<file path="src/rtl/gclk_pkg.sv">
package gclk_pkg;

   typedef enum logic [1:0] {
      ENC_ONE    = 2'd0,
      ENC_DOUBLE = 2'd1,
      ENC_POW2   = 2'd2,
      ENC_BUS    = 2'd3
   } div_enc_e;

   // bits needed to hold the largest ratio a field of width w can request
   function automatic int ratio_width(div_enc_e enc, int w);
      case (enc)
         ENC_ONE:    return w + 1;
         ENC_DOUBLE: return w + 2;
         default:    return (1 << w) + 1;
      endcase
   endfunction

endpackage

</file>
<file path="src/rtl/gclk_ratio_decode.sv">
module gclk_ratio_decode
   import gclk_pkg::*;
#(
   parameter div_enc_e ENC   = ENC_ONE,
   parameter int       DIV_W = 4,
   parameter int       RW    = ratio_width(ENC, DIV_W)
) (
   input  logic [DIV_W-1:0] div_val,
   output logic [RW-1:0]    ratio,
   output logic             unity
);

   if (DIV_W < 1) begin : g_bad_width
      $error("gclk_ratio_decode: DIV_W must be at least 1");
   end
   if ((ENC == ENC_POW2 || ENC == ENC_BUS) && DIV_W > 4) begin : g_bad_pow
      $error("gclk_ratio_decode: power-of-two fields are limited to 4 bits");
   end

   if (ENC == ENC_ONE) begin : g_one
      always_comb begin
         ratio = RW'(div_val) + RW'(1);
         unity = (div_val == '0);
      end
   end else if (ENC == ENC_DOUBLE) begin : g_double
      always_comb begin
         ratio = (RW'(div_val) + RW'(1)) << 1;
         unity = 1'b0;
      end
   end else begin : g_pow
      always_comb begin
         ratio = RW'(1) << (32'(div_val) + 32'd1);
         unity = 1'b0;
      end
   end

   // a divided (non-unity) setting always splits into two non-empty phases
   always_comb begin
      if (!unity) begin
         p_ratio_min_r3: assert (ratio >= RW'(2))
            else $error("divided ratio below two");
      end
   end

endmodule

</file>
<file path="src/rtl/gclk_src_edge.sv">
module gclk_src_edge #(
   parameter int N_SRC = 2
) (
   input  logic             clk,
   input  logic             rst_n,
   input  logic [N_SRC-1:0] src,
   output logic [N_SRC-1:0] rise
);

   if (N_SRC < 1) begin : g_bad_count
      $error("gclk_src_edge: N_SRC must be at least 1");
   end

   for (genvar i = 0; i < N_SRC; i++) begin : g_src
      logic prev_q;
      // reset high so a source already high at release gives no false edge
      always_ff @(posedge clk or negedge rst_n) begin
         if (!rst_n) prev_q <= 1'b1;
         else        prev_q <= src[i];
      end
      assign rise[i] = src[i] & ~prev_q;
   end

endmodule

</file>
<file path="src/rtl/gclk_period_core.sv">
module gclk_period_core #(
   parameter int RW = 5
) (
   input  logic          clk,
   input  logic          rst_n,
   input  logic [1:0]    src,
   input  logic [1:0]    rise,
   input  logic          new_sel,
   input  logic          new_gate,
   input  logic [RW-1:0] new_ratio,
   input  logic          new_pass,
   output logic          clk_o
);

   if (RW < 2) begin : g_bad_rw
      $error("gclk_period_core: RW must be at least 2");
   end

   logic          act_sel, act_gate, act_pass, hold, out_q;
   logic [RW-1:0] act_ratio, cnt, half;
   logic          ev, lvl, at_end, wrap;

   assign ev     = rise[act_sel];
   assign lvl    = src[act_sel];
   assign half   = act_ratio >> 1;
   assign at_end = (cnt == act_ratio - RW'(1));
   assign wrap   = ev & (hold | act_pass | at_end);

   always_ff @(posedge clk or negedge rst_n) begin
      if (!rst_n) begin
         act_sel   <= 1'b0;
         act_gate  <= 1'b0;
         act_pass  <= 1'b1;
         act_ratio <= RW'(1);
         hold      <= 1'b0;
         cnt       <= '0;
         out_q     <= 1'b0;
      end else if (wrap) begin
         cnt <= '0;
         if (new_sel != act_sel) begin
            // switch source, then wait low for its first rising edge
            act_sel <= new_sel;
            hold    <= 1'b1;
            out_q   <= 1'b0;
         end else begin
            act_gate  <= new_gate;
            act_ratio <= new_ratio;
            act_pass  <= new_pass;
            hold      <= 1'b0;
            out_q     <= new_gate;
         end
      end else if (ev) begin
         cnt   <= cnt + RW'(1);
         out_q <= act_gate && ((cnt + RW'(1)) < half);
      end else if (act_pass && !hold) begin
         out_q <= act_gate && lvl;
      end
   end

   assign clk_o = out_q;

   p_gate_off_r9: assert property (@(posedge clk) disable iff (!rst_n)
      !act_gate |-> !out_q);

   p_ratio_on_end_r10: assert property (@(posedge clk) disable iff (!rst_n)
      !wrap |=> $stable(act_ratio));

   p_gate_on_end_r11: assert property (@(posedge clk) disable iff (!rst_n)
      !wrap |=> $stable(act_gate));

   p_rise_on_edge_r11: assert property (@(posedge clk) disable iff (!rst_n)
      (!out_q && !ev && !(act_pass && !hold)) |=> !out_q);

   p_hold_low_r12: assert property (@(posedge clk) disable iff (!rst_n)
      hold |-> !out_q);

   p_cnt_bound_r2: assert property (@(posedge clk) disable iff (!rst_n)
      cnt < act_ratio);

endmodule

</file>
<file path="src/rtl/gclk_divider.sv">
module gclk_divider
   import gclk_pkg::*;
#(
   parameter div_enc_e ENC   = ENC_ONE,
   parameter int       DIV_W = 4
) (
   input  logic             clk,
   input  logic             rst_n,
   input  logic             src_lo,
   input  logic             src_pll,
   input  logic             sel,
   input  logic             gate_en,
   input  logic [DIV_W-1:0] div_val,
   output logic             clk_out
);

   localparam int RW = ratio_width(ENC, DIV_W);

   logic [1:0]    src_v, rise_v;
   logic [RW-1:0] ratio;
   logic          unity, pass_in;

   assign src_v = {src_pll, src_lo};

   gclk_src_edge #(.N_SRC(2)) u_edge (
      .clk   (clk),
      .rst_n (rst_n),
      .src   (src_v),
      .rise  (rise_v)
   );

   gclk_ratio_decode #(.ENC(ENC), .DIV_W(DIV_W), .RW(RW)) u_dec (
      .div_val (div_val),
      .ratio   (ratio),
      .unity   (unity)
   );

   // bus variant: select low bypasses the divider entirely
   if (ENC == ENC_BUS) begin : g_bus_pass
      assign pass_in = unity | ~sel;
   end else begin : g_plain_pass
      assign pass_in = unity;
   end

   gclk_period_core #(.RW(RW)) u_core (
      .clk       (clk),
      .rst_n     (rst_n),
      .src       (src_v),
      .rise      (rise_v),
      .new_sel   (sel),
      .new_gate  (gate_en),
      .new_ratio (ratio),
      .new_pass  (pass_in),
      .clk_o     (clk_out)
   );

endmodule

</file>
<file path="config.mk">
export PLATFORM = sky130hd
export DESIGN_NAME = gclk_divider
export DESIGN_NICKNAME = d
export VERILOG_FILES = /design/src/rtl/gclk_pkg.sv /design/src/rtl/gclk_ratio_decode.sv /design/src/rtl/gclk_src_edge.sv /design/src/rtl/gclk_period_core.sv /design/src/rtl/gclk_divider.sv
export SDC_FILE = /design/constraint.sdc
export NUM_CORES = 1
export LEC_CHECK = 0
export BUFFER_PORTS_ARGS = -buffer_cell sky130_fd_sc_hd__buf_2
export CAP_MARGIN = 20
export CORE_UTILIZATION = 45
export CTS_CLUSTER_DIAMETER = 150
export CTS_CLUSTER_SIZE = 8
export DETAILED_ROUTE_END_ITERATION = 16
export GPL_ROUTABILITY_DRIVEN = 0
export GPL_TIMING_DRIVEN = 0
export PLACE_DENSITY = 0.66
export SLEW_MARGIN = 40
export SYNTH_ARGS = -nofsm -noshare
export SYNTH_HDL_FRONTEND = slang
export SYNTH_SLANG_ARGS = --single-unit
</file>
<file path="constraint.sdc">
create_clock -name clk -period 1.9 [get_ports clk]
set_clock_uncertainty 0.05 [all_clocks]
set_input_delay 0.095 -clock clk [delete_from_list [all_inputs] [get_ports clk]]
set_output_delay 0.095 -clock clk [all_outputs]
set_load 0.02 [all_outputs]
</file>
==> flow_metrics.env, run 1 <==
export IMPL_rsz0062_at_grt="true"
export IMPL_globalRouteOverflowTotal=0
export IMPL_setup_viol=3
export IMPL_timing_final_ws_setup_ns=-0.0309
export IMPL_layout_common_cells="dfrtp_1 (12), buf_2 (10), inv_1 (8)"
export IMPL_antenna_cells=0
export IMPL_row_count=17
export IMPL_wl_per_cell_um=14.2
export IMPL_worst_pin_slew_ns=0.489
export IMPL_p_leak_nw=0.677
export IMPL_syn_nets=126
export IMPL_ys_seq_area_frac=0.376
export IMPL_pin_count=11
export IMPL_h_tree_depth=1
export IMPL_antenna_left=0
export IMPL_fp_dieW_um=52.5
export IMPL_syn2layout_area_growth_pct=26.4
export IMPL_drt_iter0_markers=6
export IMPL_postLayoutCellArea_mm2=0.00145
export IMPL_grt_usage=0.195
export IMPL_start_util=0.499
export IMPL_numCtsBuffers=3
export IMPL_hp_class="input pin to register"
export IMPL_grt_max_degree=18
export IMPL_max_stage_delay_ns=0.55
export IMPL_clkTransAtPathRegs_ns=0.10
export IMPL_antenna_found_initial=0
export IMPL_dpl_cell_area_mm2=0.00125
export IMPL_grt_pass1_vias=885
export IMPL_worstPathRequired_ns=2.09
export IMPL_max_freq_mhz=518
export IMPL_dr_total_vias=876
export IMPL_die_h_um=52.5
export IMPL_hold_violations=0
export IMPL_fin_crit_ns=1.93
export IMPL_avgSynthCellArea_um2=10.5
export IMPL_layout_drive_gt1_share=0.373
export IMPL_seqPwrFrac=0.306
export IMPL_slew_headroom=0.672
export IMPL_drt_first_pass_iters=4
export IMPL_clk_path_buf_depth=2
export IMPL_peakVddDrop_v=0.000925
export IMPL_cp_arrival_ns=2.12
export IMPL_end_kind="register"
export IMPL_outcome="complete, but fails checks"
export IMPL_power_density_mw_per_mm2=1520
export IMPL_synth_seq_cells=17
export IMPL_ys_flop_type="dfrtp_1"
export IMPL_wl_um=2290
export IMPL_clkPwrFrac=0.090
export IMPL_syn_inst=109
export IMPL_path_class="register to register"
export IMPL_ys_warn_count=0
export IMPL_p_sw_w=0.000930
export IMPL_synth_async_reset_ratio=1.00
export IMPL_power_internal_w=0.00127
export IMPL_critical_path_top_delay_family="compound AO/OA/AOI/OAI gates"
export IMPL_netlist_area_mm2=0.00115
export IMPL_dp_hpwl_um=1680
export IMPL_cts_tree="built"
export IMPL_fin_nets=152
export IMPL_cts_root_buffer="clkbuf_4"
export IMPL_dieArea_mm2=0.00275
export IMPL_crit_path_start_kind="register"
export IMPL_crit_chain="inv_2, ha_4, nor4bb_2, o211ai_1, a311oi_2, buf_4, a2111oi_4, a21o_1"
export IMPL_switching_share=0.423
export IMPL_vias_per_cell=5.41
export IMPL_io_buffers=10
export IMPL_fin_crit_sh=1.02
export IMPL_yosysUniqueCellTypes=44
export IMPL_critPathBufInv=2
export IMPL_drv_cap=0
export IMPL_clock_latency_ns=0.29
export IMPL_rrSetupSlack_ns=-0.03
export IMPL_place_inst=147
export IMPL_crit_path_max_fanout=3
export IMPL_final_common_cell="dfrtp_1"
export IMPL_remaining_drc_errors=0
export IMPL_synth_edf_count=0
export IMPL_whs_ns=0.0400
export IMPL_core_area_mm2=0.00230
export IMPL_crit_slowest_cell="dfstp_2"
export IMPL_final_cells=162
export IMPL_violations="setup timing"
export IMPL_drv_slew=0
export IMPL_cts_sinks=17
export IMPL_grt_pass1_wl_um=3800
export IMPL_power_frac_comb=0.603
==> logic make-up (layout without fill, tap and decap cells) <==
kind of cell               after synthesis  count (layout)  synth area share
and+or+nand+nor                         33              33             0.188
AOI/OAI and AO/OA                       20              20             0.134
buffers and inverters                   12              37            0.0524
DFF                                     17              17             0.376
adders and majority gates                7               7            0.0764
muxes                                    9               9            0.0895
xor gates and xnor gates                11              11            0.0841
==> power groups by stage <==
stage / combinational, W / sequential, W / clock, W
after global placement: 0.00107 / 0.000657 / 0
after global routing: 0.00147 / 0.000696 / 0.000219
after floorplan: 0.000902 / 0.000636 / 0
final: 0.00133 / 0.000674 / 0.000199
after detailed placement: 0.00111 / 0.000661 / 0
after CTS: 0.00117 / 0.000652 / 0.000203
==> metrics by stage <==
stage | setup slack, ns | total power [W] | util | setup TNS, ns
4_1_cts | -0.0733 | 0.00202 | 0.593 | -0.526
2_1_floorplan | 0.0123 | 0.00154 | - | 0
5_1_grt | -0.130 | 0.00238 | 0.631 | -1.15
3_5_place_dp | -0.107 | 0.00177 | 0.545 | -0.714
6_report | -0.0309 | 0.00220 | 0.631 | -0.0541
3_3_place_gp | -0.0824 | 0.00173 | 0.545 | -0.515
==> cells in the mapped netlist, drive strengths merged (2+ instances only) <==
cell type | number | area share
nor4b | 2 | 0.015
nand2b | 3 | 0.023
dfstp | 4 | 0.092
o21ai | 5 | 0.025
a31oi | 3 | 0.022
nor2 | 3 | 0.0098
a22o | 2 | 0.015
xor2 | 6 | 0.046
mux2 | 4 | 0.046
o31ai | 2 | 0.013
nand2 | 7 | 0.029
mux2i | 5 | 0.044
nand3 | 4 | 0.017
buf | 2 | 0.020
ha | 7 | 0.076
inv | 9 | 0.029
nor2b | 5 | 0.027
dfrtp | 13 | 0.28
xnor2 | 5 | 0.038
==> layer usage <==
| metal | GRT usage | up-vias | part of all wire |
|---|---|---|---|
| li1 | - | 434 | - |
| met1 | 0.225 | 424 | 0.45 |
| met2 | 0.359 | 13 | 0.52 |
| met3 | 0.0261 | 5 | 0.021 |
| met4 | 0.0702 | 0 | 0.013 |
| met5 | 0 | - | 0 |
==> worst register-to-register path, cell delays in order, from the launching register on <==
cell and delay (ns):
dfstp_2 0.55, inv_2 0.05, ha_4 0.15, nor4bb_2 0.16
o211ai_1 0.28, a311oi_2 0.07, buf_4 0.17, a2111oi_4 0.26
a21o_1 0.12
==> state kept, by name (all words and copies together) (netlist names) <==
signal,count
u_core.act_gate,1
u_core.act_pass,1
u_core.act_ratio,5
u_core.act_sel,1
u_core.clk_o,1
u_core.cnt,5
u_core.hold,1
u_edge.g_src.prev_q,2
==> area by class of cell <==
class,count,area [um2]
Fill cell,196,848
Multi-Input combinational cell,80,746
Sequential cell,17,432
Timing Repair Buffer,21,149
Tap cell,28,35.0
Inverter,9,33.8
Buffer,3,27.5
Clock buffer,4,26.3
==> what timing repair did <==
| item | 4_1_cts | 5_1_grt |
|---|---|---|
| setup buffers | 3 | 3 |
| setup endpoints to repair | 11 | 15 |
| hold buffers | 5 | 0 |
| hold endpoints to repair | 21 | 0 |
| pin swaps | 7 | 12 |
| gates resized for setup | 3 | 15 |
==> path summary, 6_finish.rpt <==
| check | start | end | cells past startpoint |
|---|---|---|---|
| max reg2reg | u_core.act_ratio[0] | u_core.cnt[2] | 8 |
| min | div_val[2] | u_core.act_ratio[4] | 3 |
| min in group asynchronous | rst_n | u_core.act_sel | 2 |
| max in group asynchronous | rst_n | u_core.act_ratio[0] | 2 |
| min reg2reg | u_core.act_gate | u_core.act_gate | 1 |
| max | u_core.act_ratio[0] | u_core.cnt[2] | 8 |
Power figures use the tool's default switching activity.
==> inputs of run 2 (changes only) <==
--- a/config.mk
+++ b/config.mk
@@ -13,7 +13,8 @@
 export DETAILED_ROUTE_END_ITERATION = 16
 export GPL_ROUTABILITY_DRIVEN = 0
 export GPL_TIMING_DRIVEN = 0
-export PLACE_DENSITY = 0.66
+export PLACE_DENSITY = 0.7
+export RECOVER_POWER = 50
 export SLEW_MARGIN = 40
 export SYNTH_ARGS = -nofsm -noshare
 export SYNTH_HDL_FRONTEND = slang
==> run 2 against run 1 <==
Against the previous run: the run still ends with setup timing left; critical path depth fell by 2; sequential cell count did not move; highest routed layer is now met3; global-route usage rose by 0.083 points; first-iteration DRC count rose by 50%; maximum frequency fell by 1.1%.
==> flow_metrics.env, run 2 (synthesis gave the netlist of run 1 again) <==
export IMPL_outcome="complete, but fails checks"
export IMPL_violations="setup timing"
export IMPL_wl_per_cell_um=14.3
export IMPL_numCtsBuffers=3
export IMPL_start_util=0.499
export IMPL_drt_first_pass_iters=4
export IMPL_layout_drive_gt1_share=0.313
export IMPL_core_area_mm2=0.00230
export IMPL_pin_count=11
export IMPL_pre_cts_ws_ns=-0.118
export IMPL_fp_dieW_um=52.5
export IMPL_io_buffers=10
export IMPL_fin_crit_sh=1.03
export IMPL_drt_iter0_markers=9
export IMPL_clock_latency_ns=0.29
export IMPL_reg2regPathDepth=6
export IMPL_min_from="gate_en"
export IMPL_rsz0062_at_grt="true"
export IMPL_grt_max_degree=18
export IMPL_tns_ns=-0.237
export IMPL_drv_cap=0
export IMPL_slew_headroom=0.373
export IMPL_fin_nets=152
export IMPL_crit_path_start_kind="register"
export IMPL_dp_hpwl_um=1690
export IMPL_end_kind="register"
export IMPL_dr_total_vias=867
export IMPL_clk_path_buf_depth=2
export IMPL_fin_crit_ns=1.95
export IMPL_grt_pass1_vias=822
export IMPL_drv_slew=0
export IMPL_cp_arrival_ns=2.08
export IMPL_hold_violations=0
export IMPL_final_common_cell="dfrtp_1"
export IMPL_syn2layout_area_growth_pct=22.3
export IMPL_globalRouteOverflowTotal=0
export IMPL_path_class="register to register"
export IMPL_cts_sinks=17
export IMPL_rrSetupSlack_ns=-0.05
export IMPL_row_count=17
export IMPL_final_cells=162
export IMPL_cts_tree="built"
export IMPL_antenna_cells=0
export IMPL_whs_ns=0.000569
export IMPL_worstSetupStartpoint="u_core.act_ratio[0]"
export IMPL_remaining_drc_errors=0
export IMPL_power_density_mw_per_mm2=1510
export IMPL_antenna_left=0
export IMPL_min_to="u_core.act_gate"
export IMPL_p_leak_nw=0.670
export IMPL_r2r_start="u_core.act_ratio[0]"
export IMPL_setup_viol=10
export IMPL_timing_final_ws_setup_ns=-0.0531
export IMPL_largestRegisters="u_core.act_ratio (5), u_core.cnt (5), u_edge.g_src.prev_q (2)"
export IMPL_die_h_um=52.5
export IMPL_worst_pin_slew_ns=0.941
export IMPL_holdPathStages=2
export IMPL_max_freq_mhz=512
export IMPL_h_tree_depth=1
export IMPL_antenna_found_initial=0
export IMPL_hp_class="input pin to register"
export IMPL_dieArea_mm2=0.00275
export IMPL_crit_path_max_fanout=7
export IMPL_finish_utilization=0.610
export IMPL_r2r_end="u_core.clk_o"
export IMPL_vias_per_cell=5.35
export IMPL_grt_usage=0.195
export IMPL_peakVddDrop_v=0.000820
export IMPL_cts_root_buffer="clkbuf_4"
export IMPL_layout_common_cells="dfrtp_1 (12), inv_1 (8), buf_2 (7)"
export IMPL_place_inst=147
export IMPL_wl_um=2310
export IMPL_worstPathRequired_ns=2.02
export IMPL_grt_pass1_wl_um=3840
export IMPL_clkTransAtPathRegs_ns=0.11
[run 2: power breakdown]
| group | total, W | leakage [nW] | switching, W | internal, W |
|---|---|---|---|---|
| clock network | 0.000196 | 0.0177 | 0.000118 | 0.0000782 |
| logic | 0.00128 | 0.454 | 0.000650 | 0.000633 |
| registers | 0.000641 | 0.198 | 0.000128 | 0.000513 |
[run 2: critical path, stage by stage, from the launching register on]
cell and delay, ns:
dfstp_2 0.55, inv_2 0.05, ha_4 0.16, or3_4 0.36, a311oi_2 0.33, nand2b_4 0.24
o221ai_1 0.11
[run 2: timing repair]
| item | in CTS | in global routing |
|---|---|---|
| resized for setup | 4 | 8 |
| endpoints found under the setup margin | 11 | 15 |
| hold buffers | 4 | 0 |
| setup buffers | 6 | 1 |
| pin swaps | 4 | 4 |
| hold endpoints to repair | 20 | 0 |
[run 2: worst max-delay path by stage]
stage                           end  slack [ns]
finish                 u_core.clk_o       -0.05
global route           u_core.clk_o       -0.15
CTS                    u_core.clk_o       -0.05
detailed placement     u_core.clk_o       -0.12
global placement    u_core.act_gate       -0.08
floorplan           u_core.act_gate        0.01
[run 2: final cells by class]
class                      instances  area [um2]
buffer                             3        27.5
clock buffer                       3        22.5
clock inverter                     1        5.00
fill                             199         896
inverter                           9        33.8
multi-input combinational         80         699
sequential                        17         432
tap                               28        35.0
timing repair buffer              21         146
[run 2: routing by layer]
layer	track usage	routed length, um
met5	0	0
met4	0.0395	0
met3	0.0261	40
met2	0.319	1150
met1	0.276	1130
[run 2: metrics by stage]
| step | total power, W | area, um2 |
|---|---|---|
| floorplan | 0.00154 | 1170 |
| CTS | 0.00206 | 1370 |
| global route | 0.00228 | 1400 |
| finish | 0.00212 | 1400 |
| detailed placement | 0.00177 | 1250 |
| global placement | 0.00173 | 1250 |
